--- config.mk ---
export PLATFORM = sky130hd
export DESIGN_NAME = aiseq_top
export DESIGN_NICKNAME = d
export VERILOG_FILES = /design/src/rtl/aiseq_pkg.sv /design/src/rtl/aiseq_settle.sv /design/src/rtl/aiseq_scan.sv /design/src/rtl/aiseq_fsm.sv /design/src/rtl/aiseq_top.sv
export SDC_FILE = /design/constraint.sdc
export NUM_CORES = 1
export LEC_CHECK = 0
export BUFFER_PORTS_ARGS = -buffer_cell sky130_fd_sc_hd__buf_2
export CORE_UTILIZATION = 45
export CTS_CLUSTER_DIAMETER = 200
export DETAILED_ROUTE_END_ITERATION = 7
export MAX_ROUTING_LAYER = met4
export PLACE_DENSITY = 0.66
export SYNTH_ARGS = -nofsm -noshare
export SYNTH_HDL_FRONTEND = slang
export SYNTH_HIERARCHICAL = 1
export SYNTH_SLANG_ARGS = --single-unit
export TNS_END_PERCENT = 10
--- constraint.sdc ---
create_clock -name clk -period 2.1 [get_ports clk]
set_input_delay 0 -clock clk [delete_from_list [all_inputs] [get_ports clk]]
set_output_delay 0 -clock clk [all_outputs]
set_load 0.05 [all_outputs]
--- src/rtl/aiseq_pkg.sv ---
`timescale 1ns/1ps
package aiseq_pkg;
    localparam logic [7:0] ID_VALUE   = 8'h77;
    localparam logic [7:0] A_ID       = 8'h00;
    localparam logic [7:0] A_RES_LO   = 8'h02;
    localparam logic [7:0] A_RES_HI   = 8'h03;
    localparam logic [7:0] A_START    = 8'h04;
    localparam logic [7:0] A_CFG      = 8'h10;
    localparam logic [7:0] A_OPT      = 8'h11;
    localparam logic [7:0] A_STAT     = 8'h12;
    localparam logic [7:0] A_LAST     = 8'h13;
    localparam logic [7:0] A_PTR      = 8'h14;
    localparam logic [7:0] A_SETTLE   = 8'h15;
    localparam logic [7:0] A_SCAN_RST = 8'h19;
    localparam logic [7:0] A_CNT_RST  = 8'h1B;

    typedef enum logic [1:0] {
        ST_IDLE   = 2'd0,
        ST_SETTLE = 2'd1,
        ST_CONV   = 2'd2
    } seq_state_t;

    typedef struct packed {
        logic [1:0] pad;
        logic       onboard;
        logic [1:0] gain;
        logic       mux_en;
        logic [1:0] chan;
    } chan_entry_t;

    typedef struct packed {
        logic [1:0] rsv_hi;
        logic       trig_en;
        logic       trig_inv;
        logic       rsv_mid;
        logic [1:0] tbase;
        logic       burst;
    } opt_t;

    typedef struct packed {
        logic pacer;
        logic data;
        logic settle;
    } err_t;

    // Prescale ratio for a time-base code: 1 << (code * step)
    function automatic int unsigned tb_divisor(logic [1:0] code, int unsigned step);
        return 32'd1 << (int'(code) * step);
    endfunction
endpackage

--- src/rtl/aiseq_settle.sv ---
`timescale 1ns/1ps
module aiseq_settle #(
    parameter int unsigned CNT_W   = 8,
    parameter int unsigned TB_STEP = 2
) (
    input  logic             clk,
    input  logic             rst,
    input  logic             load,
    input  logic             run,
    input  logic [CNT_W-1:0] init,
    input  logic [1:0]       tbase,
    output logic             expired
);
    localparam int unsigned PRE_W = 3 * TB_STEP + 1;

    logic [PRE_W-1:0] pre;
    logic [PRE_W-1:0] pre_top;
    logic [CNT_W-1:0] cnt;

    assign pre_top = PRE_W'(aiseq_pkg::tb_divisor(tbase, TB_STEP) - 1);
    assign expired = (cnt == '0);

    always_ff @(posedge clk) begin
        if (rst) begin
            pre <= '0;
            cnt <= '0;
        end else if (load) begin
            pre <= '0;
            cnt <= init;
        end else if (run && !expired) begin
            if (pre == pre_top) begin
                pre <= '0;
                cnt <= cnt - 1'b1;
            end else begin
                pre <= pre + 1'b1;
            end
        end
    end
endmodule

--- src/rtl/aiseq_scan.sv ---
`timescale 1ns/1ps
module aiseq_scan
    import aiseq_pkg::*;
#(
    parameter int unsigned DEPTH = 4,
    localparam int unsigned PTR_W = (DEPTH > 1) ? $clog2(DEPTH) : 1
) (
    input  logic             clk,
    input  logic             rst,
    input  logic             wr_en,
    input  logic [PTR_W-1:0] wr_idx,
    input  chan_entry_t      wr_data,
    input  logic             advance,
    input  logic             clear,
    input  logic [PTR_W-1:0] last,
    input  logic [PTR_W-1:0] rd_idx,
    output chan_entry_t      rd_entry,
    output chan_entry_t      cur,
    output logic [PTR_W-1:0] ptr
);
    chan_entry_t list [DEPTH];

    for (genvar g = 0; g < DEPTH; g++) begin : g_entry
        always_ff @(posedge clk) begin
            if (rst)
                list[g] <= '0;
            else if (wr_en && (wr_idx == PTR_W'(g)))
                list[g] <= wr_data;
        end
    end

    always_ff @(posedge clk) begin
        if (rst || clear)
            ptr <= '0;
        else if (advance)
            ptr <= (ptr == last) ? '0 : ptr + 1'b1;
    end

    assign cur      = list[ptr];
    assign rd_entry = list[rd_idx];
endmodule

--- src/rtl/aiseq_fsm.sv ---
`timescale 1ns/1ps
module aiseq_fsm
    import aiseq_pkg::*;
(
    input  logic       clk,
    input  logic       rst,
    input  logic       start_ok,
    input  logic       expired,
    input  logic       conv_done,
    output seq_state_t state
);
    seq_state_t nxt;

    always_comb begin
        nxt = state;
        unique case (state)
            ST_IDLE:   if (start_ok)  nxt = ST_SETTLE;
            ST_SETTLE: if (expired)   nxt = ST_CONV;
            ST_CONV:   if (conv_done) nxt = ST_IDLE;
            default:                  nxt = ST_IDLE;
        endcase
    end

    always_ff @(posedge clk) begin
        if (rst) state <= ST_IDLE;
        else     state <= nxt;
    end
endmodule

--- src/rtl/aiseq_top.sv ---
`timescale 1ns/1ps
module aiseq_top
    import aiseq_pkg::*;
#(
    parameter int unsigned LIST_DEPTH = 4,
    parameter int unsigned TB_STEP    = 2
) (
    input  logic        clk,
    input  logic        rst,
    input  logic [7:0]  bus_addr,
    input  logic        bus_wr,
    input  logic        bus_rd,
    input  logic [7:0]  bus_wdata,
    output logic [7:0]  bus_rdata,
    output logic        conv_req,
    input  logic        conv_done,
    input  logic [15:0] conv_data,
    output logic [1:0]  gain_sel,
    output logic [1:0]  mux_sel,
    output logic        mux_en
);
    localparam int unsigned PTR_W  = (LIST_DEPTH > 1) ? $clog2(LIST_DEPTH) : 1;
    localparam int unsigned CNT_W  = 8;
    localparam int unsigned DATA_W = 16;

    // host registers
    logic              enable;
    opt_t              opt;
    logic [7:0]        last_reg;
    logic [CNT_W-1:0]  settle_reg;
    logic [DATA_W-1:0] result;
    logic              unread;
    err_t              err;

    seq_state_t        state;
    logic              busy;
    logic              expired;
    chan_entry_t       cur_entry;
    chan_entry_t       rd_entry;
    logic [PTR_W-1:0]  ptr;

    // bus decode
    logic start_rd, stat_rd, hi_rd;
    logic scan_clr, cnt_rst, list_hit, list_wr;
    logic start_ok, latch, settle_load;
    logic err_pacer, err_data, err_settle;

    assign start_rd = bus_rd && (bus_addr == A_START);
    assign stat_rd  = bus_rd && (bus_addr == A_STAT);
    assign hi_rd    = bus_rd && (bus_addr == A_RES_HI);
    assign scan_clr = bus_wr && (bus_addr == A_SCAN_RST);
    assign cnt_rst  = bus_wr && (bus_addr == A_CNT_RST);
    assign list_hit = bus_addr[7] && (bus_addr[6:0] < 7'(LIST_DEPTH));
    assign list_wr  = bus_wr && list_hit;

    assign busy        = (state != ST_IDLE);
    assign start_ok    = start_rd && enable && !busy;
    assign latch       = (state == ST_CONV) && conv_done;
    assign settle_load = start_ok || (cnt_rst && state == ST_SETTLE);

    assign err_pacer   = err.pacer;
    assign err_data    = err.data;
    assign err_settle  = err.settle;

    aiseq_fsm u_fsm (
        .clk       (clk),
        .rst       (rst),
        .start_ok  (start_ok),
        .expired   (expired),
        .conv_done (conv_done),
        .state     (state)
    );

    aiseq_settle #(.CNT_W(CNT_W), .TB_STEP(TB_STEP)) u_settle (
        .clk     (clk),
        .rst     (rst),
        .load    (settle_load),
        .run     (state == ST_SETTLE),
        .init    (settle_reg),
        .tbase   (opt.tbase),
        .expired (expired)
    );

    aiseq_scan #(.DEPTH(LIST_DEPTH)) u_scan (
        .clk      (clk),
        .rst      (rst),
        .wr_en    (list_wr),
        .wr_idx   (bus_addr[PTR_W-1:0]),
        .wr_data  (chan_entry_t'(bus_wdata)),
        .advance  (latch),
        .clear    (scan_clr),
        .last     (last_reg[PTR_W-1:0]),
        .rd_idx   (bus_addr[PTR_W-1:0]),
        .rd_entry (rd_entry),
        .cur      (cur_entry),
        .ptr      (ptr)
    );

    assign conv_req = (state == ST_CONV);
    assign gain_sel = cur_entry.gain;
    assign mux_sel  = cur_entry.chan;
    assign mux_en   = cur_entry.mux_en;

    // configuration registers
    always_ff @(posedge clk) begin
        if (rst) begin
            enable     <= 1'b0;
            opt        <= '0;
            last_reg   <= '0;
            settle_reg <= '0;
        end else if (bus_wr) begin
            unique case (bus_addr)
                A_CFG:    enable     <= bus_wdata[2];
                A_OPT:    opt        <= opt_t'(bus_wdata);
                A_LAST:   last_reg   <= bus_wdata;
                A_SETTLE: settle_reg <= bus_wdata;
                default:  ;
            endcase
        end
    end

    // result capture and unread tracking
    always_ff @(posedge clk) begin
        if (rst) begin
            result <= '0;
            unread <= 1'b0;
        end else if (latch) begin
            result <= conv_data;
            unread <= 1'b1;
        end else if (hi_rd) begin
            unread <= 1'b0;
        end
    end

    // sticky error flags, cleared by a status read
    always_ff @(posedge clk) begin
        if (rst) begin
            err <= '0;
        end else begin
            err.pacer  <= (start_rd && enable && busy)          || (err.pacer  && !stat_rd);
            err.data   <= (latch && unread)                     || (err.data   && !stat_rd);
            err.settle <= (start_ok && settle_reg == '0)        || (err.settle && !stat_rd);
        end
    end

    // registered read data
    always_ff @(posedge clk) begin
        if (rst) begin
            bus_rdata <= '0;
        end else if (bus_rd) begin
            unique case (bus_addr)
                A_ID:     bus_rdata <= ID_VALUE;
                A_RES_LO: bus_rdata <= result[7:0];
                A_RES_HI: bus_rdata <= result[15:8];
                A_CFG:    bus_rdata <= {5'b0, enable, 2'b0};
                A_OPT:    bus_rdata <= opt;
                A_STAT:   bus_rdata <= {busy, 4'b0, err};
                A_LAST:   bus_rdata <= last_reg;
                A_PTR:    bus_rdata <= 8'(ptr);
                A_SETTLE: bus_rdata <= settle_reg;
                default:  bus_rdata <= list_hit ? rd_entry : 8'h00;
            endcase
        end
    end
endmodule

==> run metrics <==
clk buf depth=2; I/O pins=just over 50; worst hold margin=between 0.08 and 0.09 ns; Cell Pwr Density=roughly 640 nW/um2; internal power=3.22 mW; worst hold path class=in2reg; crit path DAT=between 2 and 2.5 ns; Largest regs=u_scan/list: 32 flops, result: 16 flops; sequential power share=roughly 50%; DIE HEIGHT=roughly 110 um; gpl congestion=about 0.95; DIE AREA=between 10000 and 15000 um2; Die X=113 um; Setup crit start=opt[2]; Worst Path Required=around 2.4 ns; cells on worst reg2reg path=8; CP Launch Type=flip-flop; fin crit share=between 90% and 100%; GRT overflow=0; most frequent cells in the layout=nand2_1 (83), dfxtp_1 (74), buf_4 (51), buf_2 (50), a21oi_1 (41); pre-CTS setup slack=-0.0990 ns; Global Route Usage Sum=25.7%; skew final=roughly 0.0098 ns; clock latency on the worst-skew pair=0.36 ns; IR drop worst, VDD=about 0.00046 V; share of cells above drive strength 1=between 20% and 30%; Mean Syn Cell Area=approximately 9.8 um2; DR DRC count=0; setup TNS=0 ns; Fmax=491 MHz; Mapped Area=between 5000 and 6000 um2; Final Hold Vio Count=0; Final min period=~2.0 ns; worst reg2reg path startpoint=opt[2]; Worst Setup EP=u_settle/cnt[4]; CP Max Fanout=6; Clk network pwr share=between 40% and 50%; Nets=711; CP endpoint kind=flip-flop; syn nets=603; Comb power frac=under 10%; H-tree depth=3; Area growth syn-to-layout=23.0%; Reg2Reg Setup Slack=a little over 0.06 ns; number of I/O port buffers=50; WL final=15.1 mm; CTS Buf Count=9; Synthesis Warnings=6; NetSw=1.11 mW; clk root buf=clkbuf_16; number of iterations in the first detailed-routing pass=5; Clock Sinks=around 110; Setup-failing EPs final=0; largest net degree at the start of global routing=37; via count=between 4k and 5k; DRT iter0 DRCs=around 460; sw frac=25.6%; Vias/cell=between 5 and 6; Power Total=around 4.3 mW; register with the most flip-flops=u_scan/list; vias in the first global route=between 4k and 5k; status=finished, final reports clean; pins over their slew limit=0; max FFs per register=32; first-pass GRT wire length=~24 mm; MaxCap Viol Count=0; RSZ-0062 raised after global routing=true; P_leak=about 2.5 nW; initial antenna violation count=0; Rel. slew slack=between 50% and 60%; Routed wire per std cell=about 18 um; CTS clock-pin slew for the worst setup and hold paths=around 0.080 ns; num rows=40; Antenna Nets Post-Route=0; Mapped Cells=roughly 560; FF-to-FF End=u_settle/cnt[4]; CTS tree=yes; critical path type=reg2reg; Initial Util=between 40% and 50%; core area=between 10000 and 15000 um2; antenna cell count=0; DP Wirelength=approximately 11 mm; post-route setup slack=0.0623 ns; Slew @ Worst Pin=~0.6 ns; most common cell after layout, fill and taps aside=nand2_1
[layout make-up]
| type | instances | area [um2] |
|---|---|---|
| Sequential cell | 106 | 2440 |
| Clock inverter | 6 | 61.3 |
| Timing Repair Buffer | 126 | 883 |
| Inverter | 11 | 41.3 |
| Fill cell | 1072 | 5210 |
| Tap cell | 147 | 184 |
| Multi-Input combinational cell | 416 | 2940 |
| Clock buffer | 10 | 250 |
[worst max-delay path, stage by stage (launching register included)]
cell      delay [ns]
dfxtp_1         0.32
buf_4           0.15
nand2b_4        0.15
ha_4            0.21
xnor2_1         0.15
nor3_2          0.22
nand2_2         0.15
or4_1           0.47
a31oi_1         0.16
[metrics by stage]
step           std cells  instance area, um2  utilization (%)
4_1_cts              821                6770             56.4
5_1_grt              822                6800             56.6
3_3_place_gp         779                6180             51.4
6_report             822                6800             56.6
3_5_place_dp         779                6180             51.4
2_1_floorplan        562                5540                -
[worst min-delay path by stage]
stage,startpoint,end,cells after the start
after floorplan,rst,u_settle/cnt[0],1
after global placement,conv_data[11],result[11],3
after detailed placement,conv_data[15],result[15],3
after CTS,bus_rd,bus_rdata[7],3
after global routing,bus_addr[7],bus_rdata[2],5
final,bus_rd,bus_rdata[7],3
[power groups by stage]
stage	combinational, mW	sequential (mW)	clock, mW
after CTS	0.411	2.16	1.79
final	0.415	2.16	1.75
after global placement	0.370	2.21	0
after global routing	0.440	2.17	1.86
after floorplan	0.185	2.23	0
after detailed placement	0.375	2.21	0
[what timing repair did]
| action | 4_1_cts | 5_1_grt |
|---|---|---|
| cloned | 1 | 0 |
| setup endpoints to repair | 13 | 13 |
| hold buffers | 25 | 0 |
| setup buffers | 0 | 1 |
| pin swaps | 2 | 3 |
| endpoints found under the hold margin | 33 | 0 |
| resized for setup | 5 | 3 |
[per-layer routing]
metal	GRT usage [%]	part of all wire, %
met5	-	0
met4	8.27	1.7
met3	5.46	5.3
met2	40.8	49
met1	32.7	44
Note: power is estimated with default switching activity, not from simulation.
